File: src/rtl/obs_pkg.sv
package obs_pkg;

    typedef enum logic [1:0] {
        SRC_REGFILE = 2'b00,
        SRC_WBACK   = 2'b01,
        SRC_MEMSTG  = 2'b10
    } src_sel_e;

    localparam int NUM_OPERANDS = 2;

endpackage

File: src/rtl/obs_hit.sv
module obs_hit #(
    parameter int REG_W = 5
) (
    input  logic [REG_W-1:0] op_reg,
    input  logic [REG_W-1:0] dst_reg,
    input  logic             dst_wen,
    output logic             hit
);
    localparam logic [REG_W-1:0] ZERO_REG = '0;

    logic dst_live;

    always_comb begin
        dst_live = dst_wen && (dst_reg != ZERO_REG);
        hit      = dst_live && (dst_reg == op_reg);
    end

    // a hit is impossible on the hard-wired zero register
    always_comb begin
        if (op_reg == ZERO_REG)
            p_zero_never_hits_r5: assert (!hit);
    end

endmodule

File: src/rtl/obs_pick.sv
module obs_pick
    import obs_pkg::*;
(
    input  logic     hit_mem,
    input  logic     hit_wb,
    output src_sel_e sel
);
    always_comb begin
        unique case ({hit_mem, hit_wb})
            2'b10, 2'b11: sel = SRC_MEMSTG;
            2'b01:        sel = SRC_WBACK;
            default:      sel = SRC_REGFILE;
        endcase
    end

    // newer memory-stage value always wins
    always_comb begin
        if (hit_mem)
            p_mem_wins_r4: assert (sel == SRC_MEMSTG);
    end

endmodule

File: src/rtl/operand_bypass_sel.sv
module operand_bypass_sel
    import obs_pkg::*;
#(
    parameter int REG_W = 5
) (
    input  logic [REG_W-1:0] ex_rs,
    input  logic [REG_W-1:0] ex_rt,
    input  logic [REG_W-1:0] mem_rd,
    input  logic             mem_wen,
    input  logic [REG_W-1:0] wb_rd,
    input  logic             wb_wen,
    output logic [1:0]       fwd_a,
    output logic [1:0]       fwd_b
);
    logic [NUM_OPERANDS-1:0][REG_W-1:0] op_regs;
    logic [NUM_OPERANDS-1:0]            hit_mem;
    logic [NUM_OPERANDS-1:0]            hit_wb;
    logic [NUM_OPERANDS-1:0][1:0]       op_sel;

    assign op_regs[0] = ex_rs;
    assign op_regs[1] = ex_rt;

    for (genvar g = 0; g < NUM_OPERANDS; g++) begin : g_operand
        src_sel_e sel_e;

        obs_hit #(.REG_W(REG_W)) u_hit_mem (
            .op_reg  (op_regs[g]),
            .dst_reg (mem_rd),
            .dst_wen (mem_wen),
            .hit     (hit_mem[g])
        );

        obs_hit #(.REG_W(REG_W)) u_hit_wb (
            .op_reg  (op_regs[g]),
            .dst_reg (wb_rd),
            .dst_wen (wb_wen),
            .hit     (hit_wb[g])
        );

        obs_pick u_pick (
            .hit_mem (hit_mem[g]),
            .hit_wb  (hit_wb[g]),
            .sel     (sel_e)
        );

        assign op_sel[g] = sel_e;
    end

    assign fwd_a = op_sel[0];
    assign fwd_b = op_sel[1];

    always_comb begin
        p_no_illegal_code_a_r9: assert (fwd_a != 2'b11);
        p_no_illegal_code_b_r9: assert (fwd_b != 2'b11);
        if (!mem_wen && !wb_wen) begin
            p_disabled_stages_a_r6: assert (fwd_a == 2'b00);
            p_disabled_stages_b_r6: assert (fwd_b == 2'b00);
        end
        if (mem_wen && (mem_rd != '0) && (mem_rd == ex_rt))
            p_mem_hit_b_r2: assert (fwd_b == 2'b10);
        if (fwd_a == 2'b01)
            p_wb_only_a_r3: assert (wb_wen && (wb_rd == ex_rs) && (wb_rd != '0));
    end

endmodule

File: config.mk
export PLATFORM = sky130hd
export DESIGN_NAME = operand_bypass_sel
export DESIGN_NICKNAME = d
export VERILOG_FILES = /design/src/rtl/obs_pkg.sv /design/src/rtl/obs_hit.sv /design/src/rtl/obs_pick.sv /design/src/rtl/operand_bypass_sel.sv
export SDC_FILE = /design/constraint.sdc
export NUM_CORES = 1
export LEC_CHECK = 0
export ABC_AREA = 1
export BUFFER_PORTS_ARGS = -buffer_cell sky130_fd_sc_hd__buf_2
export CAP_MARGIN = 20
export CORE_AREA = 2 2 39 41
export DETAILED_ROUTE_END_ITERATION = 12
export DIE_AREA = 0 0 41 43
export GPL_ROUTABILITY_DRIVEN = 1
export SETUP_SLACK_MARGIN = 0.05
export SYNTH_ARGS = -nofsm -noshare
export SYNTH_HDL_FRONTEND = slang
export SYNTH_SLANG_ARGS = --single-unit
File: constraint.sdc
create_clock -name vclk -period 1
set_clock_uncertainty 0.1 [all_clocks]
set_input_delay 0.15 -clock vclk [all_inputs]
set_output_delay 0.15 -clock vclk [all_outputs]
set_load 0.005 [all_outputs]
# Yosys cells after proc, flatten, opt, wreduce, memory -nomap -nowiden
# Index checks and enable logic that the tools add are counted.
# totals
latch_bits	0
word_cells	22
inputBits	22
mem_bits_rw	0
out_inout_bits	4
n_memories	0
regBits	0
romBits	0
# op_classes
mul	0
shifts	0
magnitude_cmp	0
n_div	0
n_eq_ne	10
mux	2
n_bitwise	0
n_addsub	0
reduce_logical	10
# ops
operator	count
$eq A5 B5 Y1	4
$reduce_bool A5 Y1	2
$eq A2 B2 Y1 const B	4
$pmux W2 S2	2
$logic_and A1 B1 Y1	6
$eq A2 B1 Y1 const B	2
$reduce_or A2 Y1	2

# Depth between registers and ports, before layout
# Gate-level depths: netlist (run 1).
# logic_depth
ltp_word	6
depth_mapped	7
ltp_nobuf	7

# Modules after synthesis
# Synthesis (run 1) repeated with hierarchy kept, for this count alone.
# unflattened
cells_unflattened	122
hier_area_um2	488.0
# modules_own_cells
module	cells_per_inst	area_per_inst_um2	n_inst	seq_area_each_um2
obs_hit	29	116.4	4	0.0
obs_pick	3	11.3	2	0.0

# Worst setup path after synthesis (run 1)
# Ideal clock, no wire load.
# synth_timing
kind	input -> output
startpoint	in mem_rd[1]
endpoint	out fwd_a[0]
path_stages	5
path_slack_ps	116
required_time_ps	750
arrival_time_ps	634
n_path_buf	0
path_cell_list	nor2_1 > nand3_1 > o21ai_2 > nor2_2 > nor2_1
# synth_via
elab_chain_cells	6
elab_cells_between_ends	9
cone_classes	eq/ne (4); mux (1); reduce/logical (4)
# synth_lines
element	line_no	text
from (decl)	operand_bypass_sel.sv:8	input logic [REG_W-1:0] mem_rd,
$reduce_bool A5 Y1	n/a	
$logic_and A1 B1 Y1	obs_hit.sv:14	dst_live = dst_wen && (dst_reg != ZERO_REG);
$logic_and A1 B1 Y1 (*)	obs_hit.sv:15	hit = dst_live && (dst_reg == op_reg);
$eq A2 B2 Y1	obs_pick.sv:9	unique case ({hit_mem, hit_wb})
$reduce_or A2 Y1	obs_pick.sv:9	
$pmux W2 S2 (*)	obs_pick.sv:9	
to (decl)	operand_bypass_sel.sv:12	output logic [1:0] fwd_a,
# Every way passes the cells marked *; elsewhere a longest branch is shown, timed or not.

# Final worst setup path (run 1)
# layout_timing
startpoint	in mem_rd[0]
endpoint	out fwd_b[0]
# layout_via
elab_chain_cells	6
elab_cells_between_ends	9
cone_classes	eq/ne (4); mux (1); reduce/logical (4)
# layout_lines
element	line_no	text
$reduce_bool A5 Y1	n/a	
$logic_and A1 B1 Y1	obs_hit.sv:14	
$logic_and A1 B1 Y1 (*)	obs_hit.sv:15	
$eq A2 B2 Y1	obs_pick.sv:9	
$reduce_or A2 Y1	obs_pick.sv:9	
$pmux W2 S2 (*)	obs_pick.sv:9	
to (decl)	operand_bypass_sel.sv:13	output logic [1:0] fwd_b
# Marked as above.

==> flow_summary.ini, run 1 <==
[status]
status = finished with violations
failed_checks = negative setup slack

[placed_design]
hpwl_um = 901.8
dpl_cell_area_um2 = 514.2
place_congestion = 0.8088
portBuffers = 26

[power_and_ir_drop]
p_per_area_nw_per_um2 = 390.8
clock_power_share_pct = 0
p_leak_uw = 0.0003819
finalPower_uw = 261.6
p_comb_share_pct = 100.0
p_sw_share_pct = 48.69
ir_drop_v = 0.0001461
p_seq_share_pct = 0
p_int_uw = 134.2
p_sw_uw = 127.4

[setup_path]
critPathBufInv = 3
cp_max_fo = 4
worstPathCellList = buf_12, inv_4, nand2_2, nand2_1, nor2_2, nand3_1, nor2_2, nor2_1, buf_2
worst_path_most_repeated_cell = nor2_2
required_ns = 0.75
crit_slowest_cell = nor2_2
start_kind = primary input
crit_family = simple AND/OR/NAND/NOR gates
critical_path_class = primary input to output port
crit_path_max_incr_delay_ns = 0.13
worstSetupEndpointType = output port
cp-startpoint = mem_rd[0]
cp.arrival_ns = 0.87

[detailed_routing]
drt_pass1_iterations = 3
post_drt_wl_per_cell_um = 8.851
drt_iter0_markers = 10
post_drt_via_cell_ratio = 4.322
wirelength_um = 1071
postRouteAntennaNets = 0
drc = 0
vias = 523

[cells_and_area]
mostFrequentLayoutCell = nand2_1
seq_cells = 0
nets = 129
multiInputGateArea_um2 = 379.1
mostFrequentLayoutCells = nand2_1, buf_2, nor2_1
syn2layout_area_growth_pct = 83.85
drive_gt1_share_pct = 50.48
ff_latch_area_um2 = 0
post-route-cell-area_um2 = 669.4
antennaDiodeCount = 0
fillers = 136
nClkBuffers = 0

[sta]
fmax_ghz = 0.8919
setup_violations = 4
timing.final.crit_share_pct = 112.1
setup_slack_ns = -0.1211
finalHoldViolCount = 0
slew_violations = 0
grt_setup_unrepaired = true
slew_headroom_pct = 89.94
worst_slew_pin_slew_ns = 0.1503
timing.final.crit_period_ns = 1.121

[yosys]
synth_area_leaders = nand2_1, xor2_1, nor2_1
synth_xor_area_share_pct = 24.05
synthSimpleGateAreaFrac_pct = 59.11
syn_nets = 101
ys.warnings.count = 0
yosys.area_share.adder_pct = 0
synth_cell_types = 9
avgSynthCellArea_um2 = 4.609
synth_compound_area_share_pct = 2.405
ys_seq_area_share_pct = 0
yosysTopAreaCellShare_pct = 34.02
synth_mux_area_share_pct = 0
syn-instance-count = 79
syn_area_um2 = 364.1
synth_top_family_by_area = simple AND/OR/NAND/NOR gates
synth_area_leader_cell = nand2_1

[floorplan]
dieArea_um2 = 1763
io_pins = 26
start_util_pct = 26.31
rows = 14
core_area_um2 = 1384
die_h_um = 43
dieWidth_um = 41

[job]
cap_violations = 0

[global_route]
grt_use_total_pct = 11.99
overflow = 0
grt_max_degree = 5
grt_pass1_wl_um = 1573
grt_pass1_vias = 422
antenna_found_initial = 0

[worst_hold_path]
hp-start = mem_wen
min_path_type = primary input to output port

[clocking]
hold_buffers = 0
cts_setup_buffers = 0
==> layer usage <==
layer	up-vias	wire (um)	global-route usage, %	part of all wire, %
met2	19	504	21.25	47
li1	284	-	-	-
met5	-	0	0	0
met1	220	480	16.14	45
met4	0	0	0	0
met3	0	85	0.5236	7.9
==> synth_stat cells <==
cell type   n
nand2_1    33
nor2_1     13
inv_1      11
nand3_1     6
xor2_1      6
xnor2_1     4
inv_2       3
nor2_2      2
o21ai_2     1
==> worst min-delay path, delay by kind of cell <==
family | cells | cell delay (ns)
simple gates | 1 | 0.04
buf+inv | 2 | 0.22
compound gates | 1 | 0.07
==> worst paths after layout <==
kind / to / slack [ns] / cells after the start
setup / recovery: fwd_b[0] / -0.12 / 9
hold / removal: fwd_b[1] / 0.54 / 4
==> logic make-up (layout without fill, tap and decap cells) <==
family,Yosys count,in the layout
AND/OR/NAND/NOR,54,54
AO/OA/AOI/OAI,1,1
buffers and inverters,14,40
XOR/XNOR,10,10
==> final cells by class <==
| class | count | share of cell area, % |
|---|---|---|
| tap | 16 | 2.991 |
| multi-input combinational | 65 | 56.64 |
| inverter | 14 | 8.972 |
| timing repair buffer | 26 | 31.40 |
==> power by group through the flow <==
stage	combinational, uW	sequential [uW]	clock (uW)
floorplan	99.4	0	0
global placement	187	0	0
detailed placement	188	0	0
CTS	213	0	0
global route	289	0	0
finish	262	0	0
==> what timing repair did <==
item	4_1_cts	5_1_grt
gates resized for setup	17	31
setup endpoints to repair	4	4
pin swaps	12	18
cloned	0	0
==> stage by stage <==
stage / hold WS, ns / utilization, % / instances / setup TNS, ns / setup WS [ns]
after floorplan: 0.3055 / - / 79 / 0 / 0.1159
after global placement: 0.5429 / 37.16 / 121 / -0.6734 / -0.1985
after detailed placement: 0.5461 / 37.16 / 121 / -0.5684 / -0.1758
after CTS: 0.5426 / 41.05 / 121 / -0.4578 / -0.1465
after global routing: 0.5516 / 48.37 / 121 / -0.5800 / -0.1870
final: 0.5402 / 48.37 / 121 / -0.3602 / -0.1211
(Power assumes the default switching activity.)
==> run 2: changes to the inputs <==
- MAX_ROUTING_LAYER: not set -> met4
- PLACE_DENSITY: not set -> 0.65
==> run 2 against run 1 <==
- the run still ends with negative setup slack left
- via count down 2.1%
- die area unchanged
- fmax up 1.6%
- final cell count unchanged
- combinational power about the same
- critical endpoint unchanged
- largest power group unchanged
- highest routed layer unchanged
==> flow_summary.ini, run 2 (synthesis results as in run 1) <==
[power_and_ir_drop]
p_sw_uw = 121.0
p_per_area_nw_per_um2 = 383.9
ir_drop_v = 0.0001630
p_sw_share_pct = 45.73
p_int_uw = 143.7
p_seq_share_pct = 0
p_leak_uw = 0.0003884
finalPower_uw = 264.7
clock_power_share_pct = 0
p_comb_share_pct = 100.0

[sta]
grt_setup_unrepaired = true
worst_slew_pin_slew_ns = 0.1704
slew_headroom_pct = 88.56
setup_slack_ns = -0.1036
slew_violations = 0
setup_violations = 4
fmax_ghz = 0.9061
timing.final.crit_period_ns = 1.104
finalHoldViolCount = 0
timing.final.crit_share_pct = 110.4

[cells_and_area]
syn2layout_area_growth_pct = 89.35
post-route-cell-area_um2 = 689.4
antennaDiodeCount = 0
seq_cells = 0
ff_latch_area_um2 = 0
final_util_pct = 49.82
drive_gt1_share_pct = 50.48
final_cells = 121
nets = 129
mostFrequentLayoutCells = nand2_1, buf_2, nor2_1
mostFrequentLayoutCell = nand2_1
nClkBuffers = 0

[detailed_routing]
postRouteAntennaNets = 0
post_drt_wl_per_cell_um = 8.521
drt_iter0_markers = 2
vias = 512
drt_pass1_iterations = 4
drc = 0
post_drt_via_cell_ratio = 4.231
wirelength_um = 1031

[global_route]
antenna_found_initial = 0
grt_pass1_vias = 429
grt_max_degree = 5
overflow = 0
grt_use_total_pct = 12.69
grt_pass1_wl_um = 1614

[setup_path]
cp.arrival_ns = 0.85
cp_max_fo = 4
critical_path_class = primary input to output port
start_kind = primary input
required_ns = 0.75
worstSetupEndpointType = output port
worstPathCellList = buf_8, nor2_4, nand3_2, o21ai_2, nor2_2, nor2_1, buf_2
crit_slowest_cell = o21ai_2
crit_path_max_incr_delay_ns = 0.16

[floorplan]
io_pins = 26
die_h_um = 43
core_area_um2 = 1384
rows = 14
start_util_pct = 26.31
dieArea_um2 = 1763
dieWidth_um = 41

[placed_design]
dp_slack_ns = -0.1626
dp_cells = 121
place_congestion = 0.7575
hpwl_um = 860.8
dpl_cell_area_um2 = 514.2
portBuffers = 26

[worst_hold_path]
min_path_type = primary input to output port

[job]
cap_violations = 0

[status]
status = finished with violations
failed_checks = negative setup slack

[clocking]
hold_buffers = 0
cts_setup_buffers = 0
[run 2: cell count changes in the layout (fill, tap and decap cells not counted), moves of 2 or more]
cell and change:
buf_6 +2, buf_2 -2, buf_8 +3, nor2_2 +2
buf_4 -3
[run 2: what timing repair did]
action / in CTS / in global routing
gates cloned: 0 / 0
endpoints found under the setup margin: 4 / 4
pin swaps: 12 / 19
hold endpoints to repair: 0 / 0
resized for setup: 21 / 31
[run 2: layout make-up]
type	count	area [um^2]
inverter	14	60.06
timing repair buffer	26	245.2
fill	143	694.4
multi-input combinational	65	364.1
tap	16	20.02
[run 2: power groups by stage]
stage | Sequential, uW | Combinational, uW | Clock (uW)
2_1_floorplan | 0 | 99.4 | 0
3_3_place_gp | 0 | 185 | 0
3_5_place_dp | 0 | 186 | 0
4_1_cts | 0 | 221 | 0
5_1_grt | 0 | 294 | 0
6_report | 0 | 265 | 0
[run 2: layer usage]
metal	global-route usage (%)	part of all wire [%]
met5	-	0
met4	0	0
met3	0	8.0
met2	20.94	50
met1	18.04	42
[run 2: through the flow]
stage	hold WS, ns	setup TNS [ns]
global placement	0.5319	-0.4741
CTS	0.5332	-0.4421
detailed placement	0.5359	-0.5260
finish	0.5332	-0.2633
floorplan	0.3055	0
global route	0.5479	-0.5808
[run 2: worst max-delay path: cells and delay by family]
kind	cells	cell delay, ns
compound gates	1	0.16
buf+inv	2	0.22
simple gates	4	0.33
[run 2: final timing paths]
kind	depth (start not counted)	slack, ns	start	endpoint
worst max-delay path	7	-0.10	mem_rd[0]	fwd_b[0]
worst min-delay path	4	0.53	mem_wen	fwd_b[1]
